==> src/rtl/spi_regbus_pkg.sv <==
`timescale 1ns/1ps
// Shared frame states and protocol constants for the SPI register engine.
package spi_regbus_pkg;
    typedef enum logic [2:0] {
        FS_HDR     = 3'd0,
        FS_WDATA   = 3'd1,
        FS_RD_WAIT = 3'd2,
        FS_RD_MARK = 3'd3,
        FS_RD_DATA = 3'd4
    } frame_st_e;

    localparam logic [15:0] OP_READ   = 16'h0002;
    localparam logic [15:0] OP_WRITE  = 16'h0003;
    localparam logic [15:0] OP_BURST  = 16'h0004;
    localparam logic [7:0]  BYTE_IDLE = 8'h00;
    localparam logic [7:0]  BYTE_MARK = 8'h01;
endpackage

==> src/rtl/spi_pin_sync.sv <==
`timescale 1ns/1ps
// Multi-stage synchronizer for a group of asynchronous pins.
// Assumes STAGES >= 2; each bit resets to its own value from RST_VAL.
module spi_pin_sync #(
    parameter int              STAGES  = 2,
    parameter int              WIDTH   = 3,
    parameter logic [WIDTH-1:0] RST_VAL = '0
) (
    input  logic             clk,
    input  logic             rst_n,
    input  logic [WIDTH-1:0] pin_i,
    output logic [WIDTH-1:0] pin_o
);
    for (genvar g = 0; g < WIDTH; g++) begin : g_bit
        logic [STAGES-1:0] chain;
        // Shift the pin through the flop chain.
        always_ff @(posedge clk) begin
            if (!rst_n) chain <= {STAGES{RST_VAL[g]}};
            else        chain <= {chain[STAGES-2:0], pin_i[g]};
        end
        assign pin_o[g] = chain[STAGES-1];
    end
endmodule

==> src/rtl/spi_byte_engine.sv <==
`timescale 1ns/1ps
// Mode-0 bit engine: samples MOSI on SCLK rising edges and shifts MISO on
// falling edges. Pin inputs are already synchronized. The transmit byte
// is reloaded from tx_next whenever no byte is in flight (load_ok).
// Releasing chip select discards a partial byte.
module spi_byte_engine (
    input  logic       clk,
    input  logic       rst_n,
    input  logic       sclk_s,
    input  logic       mosi_s,
    input  logic       csn_s,
    input  logic [7:0] tx_next,
    output logic       miso,
    output logic [7:0] rx_byte,
    output logic       rx_done,
    output logic       load_ok
);
    logic       sclk_q;
    logic [2:0] bit_cnt;
    logic [6:0] rx_sh;
    logic [7:0] tx_sh;
    logic       rise, fall;

    assign rise    = sclk_s & ~sclk_q & ~csn_s;
    assign fall    = ~sclk_s & sclk_q & ~csn_s;
    assign load_ok = (bit_cnt == 3'd0) && !rise;
    assign miso    = csn_s ? 1'b0 : tx_sh[7];

    // Remember the previous SCLK level for edge detection.
    always_ff @(posedge clk) begin
        if (!rst_n) sclk_q <= 1'b0;
        else        sclk_q <= sclk_s;
    end

    // Count bits within the byte; chip-select release restarts the byte.
    always_ff @(posedge clk) begin
        if (!rst_n)     bit_cnt <= 3'd0;
        else if (csn_s) bit_cnt <= 3'd0;
        else if (rise)  bit_cnt <= bit_cnt + 3'd1;
    end

    // Assemble received bits and pulse rx_done on the eighth.
    always_ff @(posedge clk) begin
        if (!rst_n) begin
            rx_sh   <= '0;
            rx_byte <= '0;
            rx_done <= 1'b0;
        end else begin
            rx_done <= 1'b0;
            if (rise) begin
                rx_sh <= {rx_sh[5:0], mosi_s};
                if (bit_cnt == 3'd7) begin
                    rx_byte <= {rx_sh, mosi_s};
                    rx_done <= 1'b1;
                end
            end
        end
    end

    // Load the next transmit byte between bytes, shift it on falling edges.
    always_ff @(posedge clk) begin
        if (!rst_n)                        tx_sh <= '0;
        else if (load_ok)                  tx_sh <= tx_next;
        else if (fall && bit_cnt != 3'd0)  tx_sh <= {tx_sh[6:0], 1'b0};
    end
endmodule

==> src/rtl/spi_frame_ctrl.sv <==
`timescale 1ns/1ps
// Frame decoder: parses the header, collects write words, issues bus
// requests and runs the read poll/marker/data sequence. State persists
// across chip-select windows. A new request is assumed to be accepted
// before the next word completes.
module spi_frame_ctrl
    import spi_regbus_pkg::*;
#(
    parameter int ADDR_W    = 32,
    parameter int DATA_W    = 32,
    parameter int CNT_W     = 16,
    parameter int CMD_W     = 16,
    parameter int MAX_WORDS = 8192
) (
    input  logic              clk,
    input  logic              rst_n,
    input  logic [7:0]        rx_byte,
    input  logic              rx_done,
    input  logic              load_ok,
    output logic [7:0]        tx_next,
    output logic              req_valid,
    input  logic              req_ready,
    output logic              req_write,
    output logic [ADDR_W-1:0] req_addr,
    output logic [DATA_W-1:0] req_wdata,
    input  logic              rsp_valid,
    input  logic [DATA_W-1:0] rsp_rdata
);
    localparam int HDR_BITS   = CNT_W + CMD_W + ADDR_W;
    localparam int HDR_BYTES  = HDR_BITS / 8;
    localparam int WORD_BYTES = DATA_W / 8;
    localparam int IDX_W      = $clog2(HDR_BYTES);
    localparam logic [IDX_W-1:0]  HDR_LAST  = IDX_W'(HDR_BYTES - 1);
    localparam logic [IDX_W-1:0]  WORD_LAST = IDX_W'(WORD_BYTES - 1);
    localparam logic [ADDR_W-1:0] ADDR_STEP = ADDR_W'(WORD_BYTES);
    localparam logic [CNT_W-1:0]  CNT_LIMIT = CNT_W'(MAX_WORDS);

    frame_st_e               state;
    logic [IDX_W-1:0]        byte_idx;
    logic [HDR_BITS-9:0]     hdr_sh;
    logic [DATA_W-9:0]       word_sh;
    logic [CNT_W-1:0]        words_left;
    logic [ADDR_W-1:0]       addr_cur;
    logic [DATA_W-1:0]       rd_hold;
    logic                    rsp_got;

    logic [HDR_BITS-1:0]     hdr_full;
    logic [CNT_W-1:0]        hdr_cnt;
    logic [CMD_W-1:0]        hdr_cmd;
    logic [ADDR_W-1:0]       hdr_addr;
    logic [DATA_W-1:0]       word_full;

    assign hdr_full  = {hdr_sh, rx_byte};
    assign hdr_cnt   = hdr_full[HDR_BITS-1 -: CNT_W];
    assign hdr_cmd   = hdr_full[ADDR_W +: CMD_W];
    assign hdr_addr  = hdr_full[ADDR_W-1:0];
    assign word_full = {word_sh, rx_byte};

    // Choose the byte the engine sends next from the frame position.
    always_comb begin
        unique case (state)
            FS_RD_WAIT: tx_next = rsp_got ? BYTE_MARK : BYTE_IDLE;
            FS_RD_MARK: tx_next = BYTE_MARK;
            FS_RD_DATA: tx_next = rd_hold[(DATA_W-1) - 8*int'(byte_idx) -: 8];
            default:    tx_next = BYTE_IDLE;
        endcase
    end

    // Frame sequencing, request issue and read-data capture.
    always_ff @(posedge clk) begin
        if (!rst_n) begin
            state      <= FS_HDR;
            byte_idx   <= '0;
            hdr_sh     <= '0;
            word_sh    <= '0;
            words_left <= '0;
            addr_cur   <= '0;
            rd_hold    <= '0;
            rsp_got    <= 1'b0;
            req_valid  <= 1'b0;
            req_write  <= 1'b0;
            req_addr   <= '0;
            req_wdata  <= '0;
        end else begin
            if (req_valid && req_ready) req_valid <= 1'b0;
            unique case (state)
                FS_HDR: if (rx_done) begin
                    if (byte_idx == HDR_LAST) begin
                        byte_idx <= '0;
                        if (hdr_cmd == CMD_W'(OP_READ) && hdr_cnt == '0) begin
                            req_valid <= 1'b1;
                            req_write <= 1'b0;
                            req_addr  <= hdr_addr;
                            rsp_got   <= 1'b0;
                            state     <= FS_RD_WAIT;
                        end else if (hdr_cmd == CMD_W'(OP_WRITE) && hdr_cnt == '0) begin
                            words_left <= '0;
                            addr_cur   <= hdr_addr;
                            state      <= FS_WDATA;
                        end else if (hdr_cmd == CMD_W'(OP_BURST) && hdr_cnt < CNT_LIMIT) begin
                            words_left <= hdr_cnt;
                            addr_cur   <= hdr_addr;
                            state      <= FS_WDATA;
                        end
                    end else begin
                        hdr_sh   <= {hdr_sh[HDR_BITS-17:0], rx_byte};
                        byte_idx <= byte_idx + 1'b1;
                    end
                end
                FS_WDATA: if (rx_done) begin
                    if (byte_idx == WORD_LAST) begin
                        byte_idx  <= '0;
                        req_valid <= 1'b1;
                        req_write <= 1'b1;
                        req_addr  <= addr_cur;
                        req_wdata <= word_full;
                        addr_cur  <= addr_cur + ADDR_STEP;
                        if (words_left == '0) state <= FS_HDR;
                        else                  words_left <= words_left - 1'b1;
                    end else begin
                        word_sh  <= {word_sh[DATA_W-17:0], rx_byte};
                        byte_idx <= byte_idx + 1'b1;
                    end
                end
                FS_RD_WAIT: begin
                    if (rsp_valid && !rsp_got) begin
                        rd_hold <= rsp_rdata;
                        rsp_got <= 1'b1;
                    end
                    if (rsp_got && load_ok) state <= FS_RD_MARK;
                end
                FS_RD_MARK: if (rx_done) begin
                    byte_idx <= '0;
                    state    <= FS_RD_DATA;
                end
                FS_RD_DATA: if (rx_done) begin
                    if (byte_idx == WORD_LAST) begin
                        byte_idx <= '0;
                        state    <= FS_HDR;
                    end else begin
                        byte_idx <= byte_idx + 1'b1;
                    end
                end
                default: state <= FS_HDR;
            endcase
        end
    end
endmodule

==> src/rtl/spi_regbus_slave.sv <==
`timescale 1ns/1ps
// SPI slave to register-bus bridge. Synchronizes the SPI pins, serializes
// bytes, and decodes framed register reads and writes. Assumes the system
// clock runs at least 8x SCLK.
module spi_regbus_slave #(
    parameter int SYNC_STAGES = 2,
    parameter int ADDR_W      = 32,
    parameter int DATA_W      = 32,
    parameter int MAX_WORDS   = 8192
) (
    input  logic              clk,
    input  logic              rst_n,
    input  logic              spi_sclk,
    input  logic              spi_mosi,
    input  logic              spi_csn,
    output logic              spi_miso,
    output logic              bus_req_valid,
    input  logic              bus_req_ready,
    output logic              bus_req_write,
    output logic [ADDR_W-1:0] bus_req_addr,
    output logic [DATA_W-1:0] bus_req_wdata,
    input  logic              bus_rsp_valid,
    input  logic [DATA_W-1:0] bus_rsp_rdata
);
    logic [2:0] pins_s;
    logic       sclk_s, mosi_s, csn_s;
    logic [7:0] rx_byte, tx_next;
    logic       rx_done, load_ok;

    spi_pin_sync #(.STAGES(SYNC_STAGES), .WIDTH(3), .RST_VAL(3'b100)) u_sync (
        .clk   (clk),
        .rst_n (rst_n),
        .pin_i ({spi_csn, spi_mosi, spi_sclk}),
        .pin_o (pins_s)
    );
    assign {csn_s, mosi_s, sclk_s} = pins_s;

    spi_byte_engine u_engine (
        .clk     (clk),
        .rst_n   (rst_n),
        .sclk_s  (sclk_s),
        .mosi_s  (mosi_s),
        .csn_s   (csn_s),
        .tx_next (tx_next),
        .miso    (spi_miso),
        .rx_byte (rx_byte),
        .rx_done (rx_done),
        .load_ok (load_ok)
    );

    spi_frame_ctrl #(
        .ADDR_W    (ADDR_W),
        .DATA_W    (DATA_W),
        .CNT_W     (16),
        .CMD_W     (16),
        .MAX_WORDS (MAX_WORDS)
    ) u_frame (
        .clk       (clk),
        .rst_n     (rst_n),
        .rx_byte   (rx_byte),
        .rx_done   (rx_done),
        .load_ok   (load_ok),
        .tx_next   (tx_next),
        .req_valid (bus_req_valid),
        .req_ready (bus_req_ready),
        .req_write (bus_req_write),
        .req_addr  (bus_req_addr),
        .req_wdata (bus_req_wdata),
        .rsp_valid (bus_rsp_valid),
        .rsp_rdata (bus_rsp_rdata)
    );
endmodule

==> config.mk <==
export PLATFORM = sky130hd
export DESIGN_NAME = spi_regbus_slave
export DESIGN_NICKNAME = d
export VERILOG_FILES = /design/src/rtl/spi_regbus_pkg.sv /design/src/rtl/spi_pin_sync.sv /design/src/rtl/spi_byte_engine.sv /design/src/rtl/spi_frame_ctrl.sv /design/src/rtl/spi_regbus_slave.sv
export SDC_FILE = /design/constraint.sdc
export NUM_CORES = 1
export LEC_CHECK = 0
export ABC_AREA = 1
export CORE_MARGIN = 2
export CORE_UTILIZATION = 30
export DETAILED_ROUTE_END_ITERATION = 10
export GPL_ROUTABILITY_DRIVEN = 0
export PLACE_DENSITY = 0.5
export SLEW_MARGIN = 20
export SYNTH_ARGS = -nofsm -noshare
export SYNTH_HDL_FRONTEND = slang
export SYNTH_SLANG_ARGS = --single-unit
==> constraint.sdc <==
create_clock -name clk -period 1.75 [get_ports clk]
set_input_delay 0.35 -clock clk [delete_from_list [all_inputs] [get_ports clk]]
set_output_delay 0.35 -clock clk [all_outputs]
set_load 0.01 [all_outputs]
# Word-level counts from Yosys, hierarchy flattened

Index checks and enable logic that the tools add are counted.

Add/sub/neg operators: 5
Multiplexer cells: 63
Magnitude comparators: 1
Reductions and logical operators: 33
Shifts and indexed selects: 1
Eq/ne operators: 26
Bitwise operators: 10

Operators with widths:

| kind                                                                    | count |
|---|---|
| 32-bit 2-to-1 mux                                                       | 12 |
| 16-bit 2-to-1 mux                                                       | 8 |
| 32-bit case mux with 2 select lines                                     | 2 |
| 3-bit 2-to-1 mux                                                        | 17 |
| 39-bit by 32-bit indexed part select with 8-bit output                  | 1 |
| 32-bit by 3-bit adder with 32-bit output (second input constant)        | 1 |
| 16-bit by 2-bit == test with 1-bit output (second input constant)       | 2 |
| 16-bit logical NOT                                                      | 2 |
| 16-bit case mux with 2 select lines                                     | 1 |
| 8-bit case mux with 3 select lines                                      | 1 |
| 16-bit by 3-bit == test with 1-bit output (second input constant)       | 1 |
| 16-bit by 14-bit < comparator with 1-bit output (second input constant) | 1 |
| 8-bit 2-to-1 mux                                                        | 2 |
| 2-bit by 1-bit != test with 1-bit output (second input constant)        | 8 |
| 16-bit by 1-bit subtractor with 16-bit output (second input constant)   | 1 |
| 1-bit 2-to-1 mux                                                        | 15 |
| 3-bit case mux with 5 select lines                                      | 1 |
| 2-bit != test (second input constant)                                   | 6 |
| 10-bit AND reduction                                                    | 1 |
| 3-bit by 2-bit == test with 1-bit output (second input constant)        | 3 |
| 3-bit == test (second input constant)                                   | 3 |
| 3-bit case mux with 3 select lines                                      | 1 |
| 3-bit AND reduction                                                     | 3 |
| 1-bit logical AND                                                       | 8 |
| other kinds (19)                                                        | 38 |

Input bits: 39
Flip-flop bits (word level): 267
Output and inout port bits: 67
Logic and storage cells: 160

# Depth between registers and ports, before layout

Depth after elaboration: 8
Mapped depth: 12
Gate-level depth less buffers: 12

# Cells and area by module

Synthesis repeated with hierarchy kept, for this count alone.

Cells, all modules: 1821
Area total of the unflattened synthesis: 12195.4 um2

By module, submodules not included:

| module          | sequential area each (um2) | instances | area each (um2) | cells an instance |
|---|---|---|---|---|
| spi_frame_ctrl  | 4664.5                     | 1         | 10805.4         | 1644 |
| spi_byte_engine | 560.5                      | 1         | 1202.4          | 156 |
| spi_pin_sync    | 120.1                      | 1         | 187.7           | 21 |

# Worst setup path before layout

Ideal clock, no wire load.

Path kind: reg-to-reg
Start point: register u_frame.byte_idx[0]
End point: register u_frame.req_write
Library setup time: 0.128 ns
Required time: 1.622 ns
Period minus slack after synthesis: 1.805 ns
Data arrival time: 1.677 ns
Setup slack: -0.055 ns
Stages on the path, launching flop included: 12
Path buffers: 2
Cell sequence: dfxtp_1 ha_1 ha_1 inv_1 nand2_1 nand2_1 nor2_4 nand2_4 buf_6 buf_6 a21oi_2 nor2_1

Longest elaborated chain between the ends: 3
Elaborated cells on any way between the ends: 5
Those cells by class: eq/ne: 4; reduce/logical: 1

RTL lines:

| what                                                                      | RTL line                                    | RTL |
|---|---|---|
| start, declared                                                           | spi_frame_ctrl.sv:39                        | `logic [IDX_W-1:0] byte_idx;` |
| start signal, assigned                                                    | spi_frame_ctrl.sv:107                       | `byte_idx <= byte_idx + 1'b1;` |
| start signal, assigned                                                    | spi_frame_ctrl.sv:122                       | `byte_idx <= byte_idx + 1'b1;` |
| start signal, assigned                                                    | spi_frame_ctrl.sv:141                       | `byte_idx <= byte_idx + 1'b1;` |
| 3-bit by 2-bit == test with 1-bit output or 3-bit == test (tied branches) | spi_frame_ctrl.sv:111, spi_frame_ctrl.sv:88 |  |
| 2-bit by 1-bit != test with 1-bit output (no line)                        | n/a                                         |  |
| 6-bit AND reduction (no line) *                                           | n/a                                         |  |
| end signal, assigned                                                      | spi_frame_ctrl.sv:81                        | `req_write <= 1'b0;` |
| end signal, assigned                                                      | spi_frame_ctrl.sv:92                        | `req_write <= 1'b0;` |
| end signal, assigned                                                      | spi_frame_ctrl.sv:114                       | `req_write <= 1'b1;` |
| end, declared                                                             | spi_frame_ctrl.sv:23                        | `output logic req_write,` |

Every way passes the cells marked *; elsewhere a longest branch is shown, timed or not.
A chain may end at the register's enable or synchronous reset.

# Final worst setup path

Start point: register u_frame.byte_idx[0]
End point: register u_frame.req_wdata[14]

Longest elaborated chain between the ends: 2

RTL lines:

| what                                     | RTL line              | RTL |
|---|---|---|
| 3-bit by 2-bit == test with 1-bit output | spi_frame_ctrl.sv:111 | `if (byte_idx == WORD_LAST) begin` |
| 3-bit AND reduction (no line)            | n/a                   |  |
| end signal, assigned                     | spi_frame_ctrl.sv:116 | `req_wdata <= word_full;` |
| end, declared                            | spi_frame_ctrl.sv:25  | `output logic [DATA_W-1:0] req_wdata,` |

Every way passes these cells.

==> flow_summary.ini <==
[detailed_routing]
top_layer = met4
ant_nets = 0
drt-pass1-iter-count = 5
vias_per_cell = 4.78
wl_um = 37200
wl_met3_um = 1410
wl_per_cell_um = 14.9
drc = 0
met2WireLength_um = 17400
drt-met1-wl_um = 17700
vias = 11900
drtIter0Drc = 730

[yosys]
syn_inst = 1730
synth_edf_count = 0
synth-seq-area-share_pct = 44.3
ys_seq_elements = 267
synth_area_um2 = 12100
synthArstFlopShare_pct = 0
yosysUniqueCellTypes = 40
synth_area_per_cell_um2 = 6.97
syn_nets = 1779
ys_warn_count = 0
ys.flop_type = dfxtp_1

[die]
io_pins = 106
coreArea_um2 = 39700
die-area_um2 = 41800
die_x_um = 205
die_height_um = 205
num_rows = 73
start_util_pct = 30.4

[sta]
tightest_slew_ns = 0.497
hold_viol = 0
relSlewSlack_pct = 66.5
finalSetupTns_ns = -4.25
layout_worst_path_cycle_share_pct = 107
fmax_ghz = 0.533
setup_viol = 55
timing.hold.ws_ns = 0.261
finalMaxSlewViolations = 0
fin_skew_ns = 0.0227
worst_slack_ns = -0.128
period_needed_ns = 1.88
rsz0062_at_grt = yes

[global_routing]
antenna_found_initial = 0
grt_pass1_vias = 11300
grt_pass1_wl_um = 58800
grt_overflow_total = 0
track_usage_pct = 17.2
grt_max_degree = 81

[pwr]
finalPower_uw = 12800
leakage_uw = 0.00746
ir_drop_mv = 0.812
power_density_nw_per_um2 = 770

[job]
maxCapViolations = 0

[cells_and_area]
diodes = 0
multi_input_comb_area_um2 = 6410
final_common_cell = nor2_1
syn2layout_area_growth_pct = 38.1
fillers = 4156
final_area_um2 = 16700
layout_common_cells = 402 x nor2_1, 250 x dfxtp_1, 220 x nand2_1
drive_gt1_share_pct = 21.9
seq_area_um2 = 5370
utilization_pct = 41.9
fin_nets = 1996

[setup_path]
startpoint = u_frame.byte_idx[0]$_SDFFE_PN0P_
critPathKind = flip-flop to flip-flop
worstReg2RegEnd = u_frame.req_wdata[14]$_SDFFE_PN0P_
r2r_cells = 13
ff2ff_setup_slack_ns = -0.13
critPathMaxFanout = 13
r2r_start = u_frame.byte_idx[0]$_SDFFE_PN0P_
critical_path_arrival_ns = 2.40
startpoint_type = flip-flop
end_kind = flip-flop
cp.required_ns = 2.27

[clock_tree]
clk_pin_slew_ns = 0.06
cts_tree = yes
h-tree-depth = 1
cts_buffer_depth = 3
clock_latency_ns = 0.58
cts.sink_count = 267
numCtsBuffers = 31
hold_buffers = 0
cts-root-buf = clkbuf_16

[status]
outcome = complete, but fails checks
violations = setup timing

[worst_hold_path]
whs_endpoint = u_frame.addr_cur[2]$_SDFFE_PN0P_
hold_path.class = input pin to flip-flop
holdPathStages = 4
worstHoldStart = rst_n

[place]
dpl.hpwl_um = 24800
io_buffers = 105
place_area_um2 = 14600
==> logic make-up (layout without fill, tap and decap cells) <==
logic type	count (synthesis)	in the layout	share of synthesized area (%)
AOI/OAI and AO/OA	385	385	16.5
xor gates and xnor gates	5	5	0.363
and+or+nand+nor	848	848	30.3
DFF	267	267	44.3
adders and majority gates	10	10	1.04
buffers and inverters	215	455	7.47
==> critical path, stage by stage (launching register included) <==
cell and delay (ns):
dfxtp_2 0.35, ha_4 0.17, ha_4 0.13, inv_2 0.03, nand2_2 0.07, nand2_2 0.07
nor2_4 0.14, buf_12 0.13, nand2_8 0.06, buf_12 0.14, nor2_8 0.17, clkbuf_16 0.20
o21ai_1 0.06, nor2_1 0.10
==> worst max path at each step <==
stage                                                    end  slack [ns]  cells after the start
final                     u_frame.req_wdata[14]$_SDFFE_PN0P_       -0.13                     13
after global routing       u_frame.req_wdata[7]$_SDFFE_PN0P_       -0.21                     13
after CTS                 u_frame.req_wdata[13]$_SDFFE_PN0P_       -0.08                     12
after detailed placement  u_frame.req_wdata[31]$_SDFFE_PN0P_       -0.12                     12
after global placement    u_frame.words_left[1]$_SDFFE_PN0P_        -0.1                      9
after floorplan               u_frame.req_write$_SDFFE_PN0P_        0.02                     11
==> layout make-up <==
class                           count  area share, %
Tap cell                          525           3.94
Timing Repair Buffer              279           16.5
Timing Repair inverter              1         0.0300
Clock buffer                       41           5.24
Clock inverter                     15          0.833
Sequential cell                   267           32.2
Inverter                          119           2.73
Multi-Input combinational cell   1248           38.5
==> Yosys cell counts, drive strengths merged (3+ instances only) <==
library cell / count / area (um^2)
a21oi: 79 / 399
a22oi: 8 / 60.1
buf: 32 / 214
clkbuf: 64 / 240
dfxtp: 267 / 5350
ha: 10 / 125
inv: 117 / 439
nand2: 256 / 992
nand3: 60 / 300
nand4: 20 / 125
nor2: 442 / 1690
nor3: 54 / 435
nor3b: 5 / 37.5
nor4: 5 / 31.3
o211ai: 3 / 22.5
o21ai: 277 / 1390
o22ai: 9 / 56.3
or2: 4 / 25.0
xor2: 5 / 43.8
==> power by group <==
part / total [uW] / leakage, uW / switching (uW) / internal, uW
registers: 6090 / 0.00216 / 3.74 / 6090
clock network: 6450 / 0.000507 / 2670 / 3790
logic: 281 / 0.00480 / 150 / 132
total: 12800 / 0.00746 / 2820 / 10000
==> metrics by stage <==
step                setup WS [ns]  cells
floorplan                  0.0214   1730
global placement          -0.0973   2405
detailed placement         -0.119   2405
CTS                       -0.0825   2474
global route               -0.211   2495
finish                     -0.128   2495
==> layer usage <==
| metal | GRT usage, % | vias to the layer above |
|---|---|---|
| met2 | 28.8 | 240 |
| met3 | 2.07 | 50 |
| met4 | 3.88 | 0 |
| met5 | 0 | - |
| met1 | 23.5 | 5527 |
| li1 | - | 6099 |
==> registers in the layout, indices dropped and copies added (netlist names), 3 cells and up <==
| name | flops |
|---|---|
| u_frame.words_left | 16 |
| u_engine.bit_cnt | 3 |
| u_engine.tx_sh | 8 |
| u_frame.req_wdata | 32 |
| u_frame.byte_idx | 3 |
| u_sync.g_bit.chain | 6 |
| u_engine.rx_byte | 8 |
| u_frame.addr_cur | 32 |
| u_frame.req_addr | 32 |
| u_frame.hdr_sh | 56 |
| u_frame.rd_hold | 32 |
| u_engine.rx_sh | 7 |
| u_frame.state | 3 |
| u_frame.word_sh | 24 |
==> repair_timing <==
action / CTS / global route
buffers inserted: 10 / 17
setup endpoints to repair: 160 / 233
pin swaps: 5 / 55
gates resized for setup: 107 / 198
cloned: 3 / 8
Note: power is estimated with default switching activity, not from simulation.
